<file path="src/rtl/mac_hold_pkg.sv">
package mac_hold_pkg;

    localparam int HOLD_DATA_W   = 32;
    localparam int HOLD_ADDR_W   = 4;
    localparam int HOLD_NUM_DOM  = 4;
    localparam int HOLD_SRST_IDX = 0;
    localparam int HOLD_HALT_IDX = 1;

    typedef enum logic [1:0] {
        SEL_NONE = 2'd0,
        SEL_SRST = 2'd1,
        SEL_HALT = 2'd2
    } reg_sel_e;

    typedef struct packed {
        logic wr_srst;
        logic wr_halt;
        logic wbit;
    } wr_req_t;

    function automatic reg_sel_e decode_sel(input int unsigned addr,
                                            input int unsigned srst_idx,
                                            input int unsigned halt_idx);
        if (addr == srst_idx)      return SEL_SRST;
        else if (addr == halt_idx) return SEL_HALT;
        else                       return SEL_NONE;
    endfunction

endpackage

</file>
<file path="src/rtl/mac_hold_dec.sv">
module mac_hold_dec
    import mac_hold_pkg::*;
#(
    parameter int ADDR_W   = HOLD_ADDR_W,
    parameter int DATA_W   = HOLD_DATA_W,
    parameter int SRST_IDX = HOLD_SRST_IDX,
    parameter int HALT_IDX = HOLD_HALT_IDX
) (
    input  logic              clk,
    input  logic              rst,
    input  logic [ADDR_W-1:0] addr,
    input  logic              we,
    input  logic              wbit,
    input  logic              srst_bit,
    input  logic              halt_bit,
    output wr_req_t           req,
    output logic [DATA_W-1:0] rdata
);

    reg_sel_e sel;

    always_comb begin
        sel         = decode_sel(int'(addr), SRST_IDX, HALT_IDX);
        req.wr_srst = we && (sel == SEL_SRST);
        req.wr_halt = we && (sel == SEL_HALT);
        req.wbit    = wbit;
    end

    always_comb begin
        rdata = '0;
        unique case (sel)
            SEL_SRST: rdata[0] = srst_bit;
            SEL_HALT: rdata[0] = halt_bit;
            default:  rdata    = '0;
        endcase
    end


    one_target_chk: assert property (@(posedge clk) disable iff (rst)
        $onehot0({req.wr_srst, req.wr_halt}));


    idle_no_wr_chk: assert property (@(posedge clk) disable iff (rst)
        !we |-> !(req.wr_srst || req.wr_halt));

endmodule

</file>
<file path="src/rtl/mac_hold_halt.sv">
module mac_hold_halt (
    input  logic clk,
    input  logic rst,
    input  logic boot_strap,
    input  logic wr,
    input  logic wbit,
    output logic halt
);

    always_ff @(posedge clk) begin
        if (rst)     halt <= ~boot_strap;
        else if (wr) halt <= wbit;
    end


    halt_wr_chk: assert property (@(posedge clk) disable iff (rst)
        wr |=> (halt == $past(wbit)));


    strap_ignored_chk: assert property (@(posedge clk) disable iff (rst)
        !wr |=> $stable(halt));

endmodule

</file>
<file path="src/rtl/mac_hold_srst.sv">
module mac_hold_srst #(
    parameter int NUM_DOM = 4
) (
    input  logic               clk,
    input  logic               rst,
    input  logic               wr,
    input  logic               wbit,
    output logic               srst_bit,
    output logic               fsm_rst,
    output logic [NUM_DOM-1:0] dom_clk_en
);

    logic srst_d;

    assign srst_d = wr ? wbit : srst_bit;

    always_ff @(posedge clk) begin
        if (rst) begin
            srst_bit <= 1'b0;
            fsm_rst  <= 1'b0;
        end else begin
            srst_bit <= srst_d;
            fsm_rst  <= srst_d;
        end
    end

    for (genvar d = 0; d < NUM_DOM; d++) begin : g_dom
        always_ff @(posedge clk) begin
            if (rst) dom_clk_en[d] <= 1'b1;
            else     dom_clk_en[d] <= ~srst_d;
        end
    end


    enter_hold_chk: assert property (@(posedge clk) disable iff (rst)
        (wr && wbit) |=> (fsm_rst && (dom_clk_en == '0)));


    level_hold_chk: assert property (@(posedge clk) disable iff (rst)
        (!wr && fsm_rst) |=> (fsm_rst && (dom_clk_en == '0)));


    release_chk: assert property (@(posedge clk) disable iff (rst)
        (wr && !wbit) |=> (!fsm_rst && (dom_clk_en == '1)));

endmodule

</file>
<file path="src/rtl/mac_hold_ctrl.sv">
module mac_hold_ctrl
    import mac_hold_pkg::*;
#(
    parameter int ADDR_W   = HOLD_ADDR_W,
    parameter int DATA_W   = HOLD_DATA_W,
    parameter int NUM_DOM  = HOLD_NUM_DOM,
    parameter int SRST_IDX = HOLD_SRST_IDX,
    parameter int HALT_IDX = HOLD_HALT_IDX
) (
    input  logic               clk,
    input  logic               rst,
    input  logic               boot_strap,
    input  logic [ADDR_W-1:0]  reg_addr,
    input  logic               reg_we,
    input  logic [DATA_W-1:0]  reg_wdata,
    output logic [DATA_W-1:0]  reg_rdata,
    output logic [NUM_DOM-1:0] dom_clk_en,
    output logic               fsm_rst,
    output logic               cpu_halt
);

    wr_req_t req;
    logic    srst_bit;
    logic    unused_wbits;

    assign unused_wbits = ^reg_wdata[DATA_W-1:1];

    mac_hold_dec #(
        .ADDR_W  (ADDR_W),
        .DATA_W  (DATA_W),
        .SRST_IDX(SRST_IDX),
        .HALT_IDX(HALT_IDX)
    ) dec_i (
        .clk     (clk),
        .rst     (rst),
        .addr    (reg_addr),
        .we      (reg_we),
        .wbit    (reg_wdata[0]),
        .srst_bit(srst_bit),
        .halt_bit(cpu_halt),
        .req     (req),
        .rdata   (reg_rdata)
    );

    mac_hold_srst #(
        .NUM_DOM(NUM_DOM)
    ) srst_i (
        .clk       (clk),
        .rst       (rst),
        .wr        (req.wr_srst),
        .wbit      (req.wbit),
        .srst_bit  (srst_bit),
        .fsm_rst   (fsm_rst),
        .dom_clk_en(dom_clk_en)
    );

    mac_hold_halt halt_i (
        .clk       (clk),
        .rst       (rst),
        .boot_strap(boot_strap),
        .wr        (req.wr_halt),
        .wbit      (req.wbit),
        .halt      (cpu_halt)
    );


    halt_apart_chk: assert property (@(posedge clk) disable iff (rst)
        (reg_we && (int'(reg_addr) == SRST_IDX)) |=> $stable(cpu_halt));

endmodule

</file>
<file path="config.mk">
export PLATFORM = sky130hd
export DESIGN_NAME = mac_hold_ctrl
export DESIGN_NICKNAME = d
export VERILOG_FILES = /design/src/rtl/mac_hold_pkg.sv /design/src/rtl/mac_hold_dec.sv /design/src/rtl/mac_hold_halt.sv /design/src/rtl/mac_hold_srst.sv /design/src/rtl/mac_hold_ctrl.sv
export SDC_FILE = /design/constraint.sdc
export NUM_CORES = 1
export LEC_CHECK = 0
export CAP_MARGIN = 20
export CORE_AREA = 4 4 41 43
export DETAILED_ROUTE_END_ITERATION = 16
export DIE_AREA = 0 0 45 47
export DONT_BUFFER_PORTS = 1
export GPL_ROUTABILITY_DRIVEN = 0
export GPL_TIMING_DRIVEN = 0
export MAX_ROUTING_LAYER = met4
export SKIP_LAST_GASP = 1
export SLEW_MARGIN = 20
export SYNTH_ARGS = -nofsm -noshare
export SYNTH_HDL_FRONTEND = slang
export SYNTH_HIERARCHICAL = 1
export SYNTH_SLANG_ARGS = --single-unit
</file>
<file path="constraint.sdc">
create_clock -name clk -period 1.2 [get_ports clk]
set_input_delay 0.18 -clock clk [delete_from_list [all_inputs] [get_ports clk]]
set_output_delay 0.18 -clock clk [all_outputs]
set_load 0.1 [all_outputs]
</file>
== Yosys cells after proc, flatten, opt, wreduce, memory -nomap -nowiden ==
Index checks and enable logic that the tools add are counted.

* Register bits after elaboration: 3
* Bits of input ports: 40
* Output and inout port bits: 38
* Word-level logic and storage cells: 18

* Equal/unequal tests: 3
* Mux-type cells: 6
* Bitwise gates (word level): 2
* Reduce and logical (&&, ||, !) cells: 4

{| class="wikitable"
|+ Operators with widths
! kind !! count
|-
| $eq 4x1->1 const B || 1
|-
| $logic_not 4->1 || 1
|-
| $mux 2 || 2
|-
| $mux 1 || 3
|-
| $eq 2x1->1 const B || 1
|-
| $eq 2x2->1 const B || 1
|-
| $logic_and 1x1->1 || 2
|-
| $not 1->1 || 2
|-
| $pmux 1 s2 || 1
|-
| $reduce_bool 2->1 || 1
|}

== Depth between registers and ports, before layout ==
* Depth after elaboration: 7
* Depth in mapped cells: 4
* Mapped depth without buffers: 4

== By module ==
The synthesis kept the hierarchy.

{| class="wikitable"
|+ Modules (own cells, without submodules)
! module !! instances !! cells an instance !! area each (um2) !! sequential area each (um2)
|-
| mac_hold_dec || 1 || 38 || 294.0 || 0.0
|-
| mac_hold_srst || 1 || 9 || 90.1 || 40.0
|-
| mac_hold_halt || 1 || 4 || 45.0 || 30.0
|}

== Worst setup path after synthesis ==
OpenSTA, ideal clock, no wires.

* Path kind: register to output
* Start point: reg (tool-made name)
* End point: out reg_rdata[0]
* Arrival: 2.920 ns
* Data required time: 1.020 ns
* Setup slack: -1.900 ns
* Cell stages (with the launch flop): 4
* Buffers on the path: 1
* Cells stage by stage: dfxtp_1 -> buf_4 -> mux2i_1 -> nor4_2

{| class="wikitable"
|+ RTL lines
! what !! line !! RTL
|-
| end, declared || mac_hold_ctrl.sv:16 || <nowiki>output logic [DATA_W-1:0] reg_rdata,</nowiki>
|}

== Worst setup path in the final report ==
* Start point: reg halt_i.halt
* End point: out reg_rdata[0]

* Longest elaborated chain between the ends: 1

{| class="wikitable"
|+ Ends and longest elaborated chain
! what !! line !! RTL
|-
| start, declared || mac_hold_halt.sv:7 || <nowiki>output logic halt</nowiki>
|-
| start signal, assigned || mac_hold_halt.sv:11 || <nowiki>if (rst) halt <= ~boot_strap;</nowiki>
|-
| start signal, assigned || mac_hold_halt.sv:12 || <nowiki>else if (wr) halt <= wbit;</nowiki>
|-
| $pmux 1 s2 || mac_hold_dec.sv:31 || <nowiki>unique case (sel)</nowiki>
|}

Every way passes these cells.

==> flow_summary_export.csv <==
group,metric,value,unit
layout,syn_to_final_growth,55.98,%
synth,avgSynthCellArea,8.415,um2
critical_path,start_kind,"flip-flop",
critical_path,crit_fanout,2,
detailed_routing,drt-total-wl,896,um
power_and_ir_drop,cellLeakagePower,0.3922,nW
clock_tree,htreeDepth,1,
clock_tree,clkSinkCount,3,
critical_path,arrival,1.85,ns
synth,synth_area,429.2,um2
outcome,outcome,"finished, violations left",
run,max_cap_viol_count,0,
timing,min_period,2.027,ns
clock_tree,numCtsBuffers,3,
clock_tree,root_buffer,"clkbuf_4",
critical_path,worst_setup_path_end_kind,"output pin",
global_route,grt.total_usage,8.728,%
synth,ys_ff_latch,3,
timing,fmax,493.4,MHz
clock_tree,clockBufferDepth,2,
timing,setup_viol,5,
clock_tree,cts_tree,"done",
synth,seq_area_frac_synth,16.33,%
floorplanning,core-area,0.001301,mm2
global_route,grt_pass1_wl,1.228,mm
layout,drive_gt1_share,52.87,%
global_route,use_met2,15.25,%
global_route,gr-usage-met1,6.364,%
global_route,grt_antenna_before_repair,0,
power_and_ir_drop,p_total,0.0008687,W
power_and_ir_drop,ir_drop,0.0006113,V
global_route,grt_use_met3,4.981,%
detailed_routing,drc_errors,0,
critical_path,critPathKind,"reg2out",
timing,finalClockSkew,0.000005662,ns
synth,netlist_instances,51,
timing,max_slew_margin,36.86,%
floorplanning,die_h,47,um
floorplanning,initial_core_util,32.98,%
critical_path,crit_required,1.02,ns
global_route,grt_max_degree,6,
floorplanning,rows,13,
detailed_routing,detail_route.first_pass.iterations,2,
timing,rsz0062_at_grt,"true",
floorplanning,io_pins,78,
detailed_routing,drtIter0Drc,2,
timing,fin_ws,-0.8267,ns
timing,hold_ws,0.06683,ns
worst_hold_path,hold_path.class,"in2reg",
layout,final_cells,102,
global_route,busiest_layer,"met2",
timing,fin_crit_sh,168.9,%
synth,synth.distinct_cells,11,
detailed_routing,via_per_inst,2.980,
global_route,grt_pass1_vias,293,
layout,n_antenna_cell,0,
power_and_ir_drop,power_density,1298,mW/mm2
detailed_routing,post_drt_wl_per_cell,8.784,um
detailed_routing,final_antenna_net_count,0,
layout,final_nets,128,
clock_tree,path_clk_slew,0.04,ns
detailed_routing,dr_total_vias,304,
outcome,violations,"setup timing",
global_route,overflow,0,
timing,hold_viol,0,
placement,dp_cells,97,
timing,worst_pin_slew,0.9471,ns
synth,ys_warn_count,6,
clock_tree,post_cts_buffers,0,
floorplanning,die_area,0.002115,mm2
placement,port-buffer-count,0,
timing,final_max_slew_viol_count,0,
floorplanning,die_x,45,um
clock_tree,clkLatencyLatePin,0.23,ns
[report_power, final]
group          total (W)  leakage [nW]  switching (W)  internal (W)
logic           0.000547         0.350       0.000458     0.0000896
clock network   0.000179        0.0150      0.0000542      0.000125
registers       0.000142        0.0267      0.0000354      0.000107
[synth_stat cells]
master    count  area (um2)
edfxtp_1      1       30.03
and4b_2       1       11.26
and4bb_2      1       12.51
nor4_2        1       12.51
or2_1         2       12.51
a21oi_1       1       5.000
buf_4        36       270.3
nor2_1        3       11.26
conb_1        1       3.750
dfxtp_1       2       40.04
mux2i_1       2       20.02
[layout make-up]
cell class / instances / area (um2)
buffer: 36 / 307.8
clock buffer: 4 / 26.28
fill: 137 / 631.9
multi-input combinational: 42 / 214.0
sequential: 3 / 77.57
tap: 15 / 18.77
timing repair buffer: 2 / 25.02
[layout by cell type (no fill, tap or decap)]
| cell | count |
|---|---|
| buf_4 | 33 |
| conb_1 | 31 |
| clkbuf_4 | 3 |
| nor2_1 | 3 |
| buf_12 | 3 |
| or2_1 | 2 |
| dfxtp_4 | 2 |
| clkbuf_1 | 1 |
| mux2i_2 | 1 |
| nor4_4 | 1 |
| and4b_2 | 1 |
| and4bb_2 | 1 |
| a21oi_1 | 1 |
| edfxtp_1 | 1 |
| mux2i_1 | 1 |
| dlygate4sd3_1 | 1 |
| buf_8 | 1 |
[kinds of logic (layout without fill, tap and decap cells)]
| kind of cell | Yosys count | after routing | synth area share, % |
|---|---|---|---|
| flops | 3 | 3 | 16.33 |
| other cells | 1 | 31 | 0.8738 |
| mux | 2 | 2 | 4.665 |
| simple gates | 8 | 8 | 13.99 |
| buf+inv | 36 | 42 | 62.97 |
| compound gates | 1 | 1 | 1.165 |
[per-stage QoR]
step / setup TNS [ns] / area, um2 / util [%] / setup WS [ns]
after global routing: -1.230 / 669.4 / 51.44 / -0.9015
after detailed placement: -0.6660 / 593.1 / 45.58 / -0.6660
after global placement: -1.236 / 578.1 / 44.42 / -1.236
after CTS: -1.136 / 666.9 / 51.25 / -0.8511
final: -1.071 / 669.4 / 51.44 / -0.8267
after floorplan: -1.184 / 559.3 / - / -1.184
[critical path, stage by stage (launching register included)]
cell,delay [ns]
edfxtp_1,0.97
mux2i_2,0.19
nor4_4,0.22
buf_8,0.24
[repair_timing]
item,CTS,global route
pin swaps,1,0
hold endpoints to repair,1,0
hold buffers,1,0
setup endpoints to repair,5,6
resized for setup,9,1
[metal layers]
layer	share of wire, %	vias to the layer above
met5	0	-
met1	27	113
met2	55	24
li1	-	167
met3	18	0
met4	0	0
[path summary, 6_finish.rpt]
check,startpoint,slack [ns],cells past startpoint,to
max,halt_i/halt$_DFFE_PP_,-0.83,3,reg_rdata[0]
min,rst,0.07,1,srst_i/dom_clk_en[2]$_SDFF_PP1_
max reg2reg,flip-flop,0.17,2,srst_i/dom_clk_en[2]$_SDFF_PP1_
min reg2reg,flip-flop,0.73,2,flip-flop
No activity file was read; power rests on OpenSTA's default activity.
